[config.mk]
export PLATFORM = sky130hd
export DESIGN_NAME = dac_front
export DESIGN_NICKNAME = d
export VERILOG_FILES = /design/src/rtl/dac_front_pkg.sv /design/src/rtl/dac_regfile.sv /design/src/rtl/dac_chan_gate.sv /design/src/rtl/dac_front.sv
export SDC_FILE = /design/constraint.sdc
export NUM_CORES = 1
export LEC_CHECK = 0
export ABC_AREA = 1
export BUFFER_PORTS_ARGS = -buffer_cell sky130_fd_sc_hd__buf_2
export CAP_MARGIN = 25
export CORE_ASPECT_RATIO = 0.8
export CORE_MARGIN = 5
export CORE_UTILIZATION = 45
export CTS_CLUSTER_SIZE = 16
export DETAILED_ROUTE_END_ITERATION = 6
export PLACE_DENSITY = 0.68
export SLEW_MARGIN = 40
export SYNTH_ARGS = -nofsm -noshare
export SYNTH_HDL_FRONTEND = slang
export SYNTH_SLANG_ARGS = --single-unit
export TNS_END_PERCENT = 1
[constraint.sdc]
create_clock -name clk -period 3.3 [get_ports clk]
set_clock_uncertainty 0.2 [all_clocks]
set_input_delay 0.66 -clock clk [delete_from_list [all_inputs] [get_ports clk]]
set_output_delay 0.66 -clock clk [all_outputs]
set_load 0.03 [all_outputs]
[src/rtl/dac_front_pkg.sv]
package dac_front_pkg;

    localparam int NUM_CH = 4;
    localparam int CODE_W = 8;
    localparam int ADDR_W = $clog2(NUM_CH + 1);
    localparam int KEEP_BIT = NUM_CH;

    localparam logic [ADDR_W-1:0] CTRL_ADDR = '0;

    typedef struct packed {
        logic              keep_alive;
        logic [NUM_CH-1:0] enable;
    } ctrl_t;

    typedef logic [CODE_W-1:0] code_t;

    function automatic logic chan_runs(input logic en, input logic idle, input logic keep);
        return en && !(idle && !keep);
    endfunction

    function automatic logic [ADDR_W-1:0] data_addr(input int ch);
        return ADDR_W'(ch + 1);
    endfunction

    function automatic code_t ctrl_to_byte(input ctrl_t c);
        code_t b;
        b = '0;
        b[NUM_CH-1:0] = c.enable;
        b[KEEP_BIT]   = c.keep_alive;
        return b;
    endfunction

endpackage

[src/rtl/dac_regfile.sv]
module dac_regfile
    import dac_front_pkg::*;
(
    input  logic                     clk,
    input  logic                     rst,
    input  logic                     bus_sel,
    input  logic                     bus_wr,
    input  logic [ADDR_W-1:0]        bus_addr,
    input  logic [CODE_W-1:0]        bus_wdata,
    output logic [CODE_W-1:0]        bus_rdata,
    output ctrl_t                    ctrl,
    output logic [NUM_CH*CODE_W-1:0] data_flat
);

    ctrl_t ctrl_q;
    code_t data_q [NUM_CH];
    logic  wr_en;

    assign wr_en = bus_sel && bus_wr;

    always_ff @(posedge clk) begin
        if (rst) begin
            ctrl_q <= '0;
        end else if (wr_en && bus_addr == CTRL_ADDR) begin
            ctrl_q.enable     <= bus_wdata[NUM_CH-1:0];
            ctrl_q.keep_alive <= bus_wdata[KEEP_BIT];
        end
    end

    for (genvar k = 0; k < NUM_CH; k++) begin : g_data
        always_ff @(posedge clk) begin
            if (rst) begin
                data_q[k] <= '0;
            end else if (wr_en && bus_addr == data_addr(k)) begin
                data_q[k] <= bus_wdata;
            end
        end
        assign data_flat[k*CODE_W +: CODE_W] = data_q[k];

        // a data register only moves when its own address is written
        assert_data_hold_R9: assert property (@(posedge clk) disable iff (rst)
            !(wr_en && bus_addr == data_addr(k)) |=> $stable(data_q[k]));
    end

    always_comb begin
        bus_rdata = '0;
        if (bus_addr == CTRL_ADDR) begin
            bus_rdata = ctrl_to_byte(ctrl_q);
        end
        for (int k = 0; k < NUM_CH; k++) begin
            if (bus_addr == data_addr(k)) begin
                bus_rdata = data_q[k];
            end
        end
    end

    assign ctrl = ctrl_q;

    assert_ctrl_capture_R7: assert property (@(posedge clk) disable iff (rst)
        (wr_en && bus_addr == CTRL_ADDR) |=>
            (ctrl_q.enable == $past(bus_wdata[NUM_CH-1:0]) &&
             ctrl_q.keep_alive == $past(bus_wdata[KEEP_BIT])));

endmodule

[src/rtl/dac_chan_gate.sv]
module dac_chan_gate
    import dac_front_pkg::*;
(
    input  logic  clk,
    input  logic  rst,
    input  logic  run,
    input  code_t data,
    output code_t code_q,
    output logic  active_q
);

    always_ff @(posedge clk) begin
        if (rst) begin
            code_q   <= '0;
            active_q <= 1'b0;
        end else begin
            code_q   <= run ? data : '0;
            active_q <= run;
        end
    end

    // an inactive channel never presents a nonzero code
    assert_off_zero_R3: assert property (@(posedge clk) disable iff (rst)
        !active_q |-> (code_q == '0));

    // a running channel presents its data one edge later
    assert_run_follow_R4: assert property (@(posedge clk) disable iff (rst)
        run |=> (active_q && code_q == $past(data)));

endmodule

[src/rtl/dac_front.sv]
module dac_front
    import dac_front_pkg::*;
(
    input  logic                     clk,
    input  logic                     rst,
    input  logic                     bus_sel,
    input  logic                     bus_wr,
    input  logic [ADDR_W-1:0]        bus_addr,
    input  logic [CODE_W-1:0]        bus_wdata,
    output logic [CODE_W-1:0]        bus_rdata,
    input  logic                     idle_req,
    output logic [NUM_CH*CODE_W-1:0] dac_code,
    output logic [NUM_CH-1:0]        dac_active
);

    ctrl_t                    ctrl;
    logic [NUM_CH*CODE_W-1:0] data_flat;
    logic [NUM_CH-1:0]        run;

    dac_regfile u_regs (
        .clk       (clk),
        .rst       (rst),
        .bus_sel   (bus_sel),
        .bus_wr    (bus_wr),
        .bus_addr  (bus_addr),
        .bus_wdata (bus_wdata),
        .bus_rdata (bus_rdata),
        .ctrl      (ctrl),
        .data_flat (data_flat)
    );

    for (genvar k = 0; k < NUM_CH; k++) begin : g_ch
        assign run[k] = chan_runs(ctrl.enable[k], idle_req, ctrl.keep_alive);

        dac_chan_gate u_gate (
            .clk      (clk),
            .rst      (rst),
            .run      (run[k]),
            .data     (data_flat[k*CODE_W +: CODE_W]),
            .code_q   (dac_code[k*CODE_W +: CODE_W]),
            .active_q (dac_active[k])
        );
    end

    // the cycle after reset, every channel is quiet
    assert_reset_quiet_R1: assert property (@(posedge clk)
        rst |=> (dac_active == '0 && dac_code == '0));

    // gated idle silences every channel on the next edge
    assert_idle_gate_R5: assert property (@(posedge clk) disable iff (rst)
        (idle_req && !ctrl.keep_alive) |=> (dac_active == '0));

    // an active flag only rises for a channel whose own enable is set
    assert_own_enable_R2: assert property (@(posedge clk) disable iff (rst)
        1'b1 |=> ((dac_active & ~$past(ctrl.enable)) == '0));

endmodule

==> impl_results.md <==
* Vias in the first global route at 2028
* End-of-flow core utilization at 0.564
* Detailed Place HPWL at 4.66 mm
* Vias/cell at around 4.7
* Final Hold Viols at 0
* CP max FO at 14
* Tcrit/Tclk final at 0.851
* DR iter-0 viols at just under 200
* First-pass GRT wire length at between 10 and 15 mm
* P_leak at about 1.7 nW
* Clk Latency, worst-skew pair at roughly 0.35 ns
* Setup TNS at 0 ns
* Reg2reg setup slack at a little under 2 ns
* Count of hold-fix buffers inserted at cts at 0
* Count of final setup violators at 0
* Bufs on Longest Clock Path at 2
* GP Congestion at about 0.87
* Crit path required time at ~2.4 ns
* Placed Cells at roughly 430
* Post-synthesis sequential area ratio at 0.643
* Row Count at 25
* All-layer global routing usage at 0.176
* Crit Path Category: in -> out
* Synth Net Count at 306
* Fin crit period at 2.81 ns
* Via count at around 2000
* Die area at between 0.007 and 0.008 mm2
* Hold Path Class: reg -> reg
* Residual DRC count at 0
* Gate Count Post-Synth at 290
* FMAX at between 300 and 400 MHz
* Yosys cell types at 17
* DRT Pass-1 Iters at 5
* CORE AREA at about 0.0059 mm2
* Relative slew slack at 0.633
* PD cells at roughly 550 mW/mm2
* Antenna diode count at 0
* Final instance area at roughly 0.0034 mm2
* TritonCTS clock tree: done
* Root Buffer: clkbuf_8
* Avg Cell Area, Syn at 9.56 um2
* RSZ-0062 raised after global routing: no
* Pre-CTS setup slack at about 0.49 ns
* YS warnings at 0
* Io pins at 60
* Placement Cell Area at 0.00314 mm2
* Nets at ~370
* Non-Filler Instances at between 400 and 500
* Area delta synth->final at 21.0%
* CP startpoint kind: input port
* Final worst-path setup slack at ~0.49 ns
* Port Buf Inserts at 59
* Mapped Area at about 0.0028 mm2
* Layout cell share with drive strength beyond 1 at 0.244
* Number of buffers inserted during clock tree synthesis at 9
* Avg WL per Cell at approximately 14 um
* GR Overflow Total at 0
* Reg clk slew, reported paths at ~0.07 ns
* Crit. End Element: output port
* Die X at approximately 98 um
* CTS resizes at 0
* Final WL at about 6.3 mm
* #FFs+latches synth at 73
* Pin slew with the least headroom to its limit at around 0.55 ns
* Post-CTS Setup Repair Bufs at 0
* ANT nets after route at 0
* Die Y at 80.2 um
* Status: complete, no violations
* Max Cap Viol at 0
* Starting Density at 0.467
* Initial antenna violation count at 0
* Max Slew Vio Count at 0
* VDD IR max at 0.000336 V
* Worst path arrival time at a little under 2 ns
* H-tree depth at 3
* Largest net degree at the start of global routing at 15
* Clock sink count at 73
* Fillers at between 500 and 600
-- per-layer routing --
layer,share of wire,wire length (um),track usage,vias up
met2,0.44,2750,0.274,93
met4,0.019,122,0.0553,0
met3,0.10,652,0.0799,15
met1,0.44,2770,0.219,922
met5,0,0,0,-
li1,-,-,-,1026
-- cell families after synthesis --
group,count (synthesis),share of synthesized area
AOI/OAI and AO/OA,6,0.0108
buffers and inverters,59,0.0875
DFF,73,0.643
and+or+nand+nor,152,0.259
-- layout by cell type (no fill, tap or decap), drive strengths merged --
cell	netlist	layout
nor2	76	76
buf	7	61
inv	52	53
nand2	46	46
dfxtp	41	41
edfxtp	32	32
nand3	20	20
clkbuf	0	9
nand4	8	8
a21oi	5	5
nor3	2	2
clkinv	0	2
clkinvlp	0	2
bufinv	0	2
o21ai	1	1
-- final timing paths --
kind                   from                  endpoint  cells past startpoint
max reg2reg  u_regs.ctrl[4]  g_ch[2].u_gate.code_q[4]                      4
min          u_regs.ctrl[4]            u_regs.ctrl[4]                      2
max             bus_addr[2]              bus_rdata[6]                      7
min reg2reg  u_regs.ctrl[4]            u_regs.ctrl[4]                      2
-- sequential cells by signal (all words and copies together) (netlist names) --
register              count
u_regs.data_q            32
g_ch.u_gate.code_q       32
g_ch.u_gate.active_q      4
u_regs.ctrl               5
-- critical path, stage by stage --
cell and delay, ns:
buf_2 0.12, inv_1 0.40, nand2_4 0.08, nor2_4 0.26, nand2_1 0.10, nand4_1 0.11, buf_2 0.21
-- power by group --
part	internal [mW]	leakage [nW]	switching (mW)
Combinational	0.0306	0.920	0.0903
Sequential	0.968	0.637	0.0159
Clock	0.425	0.106	0.327
Total	1.42	1.66	0.434
-- per-stage QoR --
| stage | power (mW) | hold slack [ns] |
|---|---|---|
| floorplan | 1.07 | 0.252 |
| CTS | 1.87 | 0.301 |
| global route | 1.93 | 0.326 |
| finish | 1.86 | 0.296 |
| detailed placement | 1.12 | 0.289 |
| global placement | 1.12 | 0.275 |
-- cell type report --
| class | count | area [um2] | area share |
|---|---|---|---|
| flip-flops and latches | 73 | 1780 | 0.531 |
| multi-input cells | 158 | 748 | 0.223 |
| repair buffers | 61 | 310 | 0.0925 |
| inverters | 52 | 195 | 0.0582 |
| clock buffers | 9 | 124 | 0.0369 |
| well taps | 81 | 101 | 0.0302 |
| clock inverters | 7 | 93.8 | 0.0280 |
-- synthesized netlist by cell type, drive strengths merged --
library cell | number | area [um2]
nor2 | 76 | 300
inv | 52 | 195
nand2 | 46 | 180
dfxtp | 41 | 821
edfxtp | 32 | 961
nand3 | 20 | 155
nand4 | 8 | 50.1
buf | 7 | 47.6
a21oi | 5 | 25.0
nor3 | 2 | 32.5
o21ai | 1 | 5.00
Note: power is estimated with default switching activity, not from simulation.
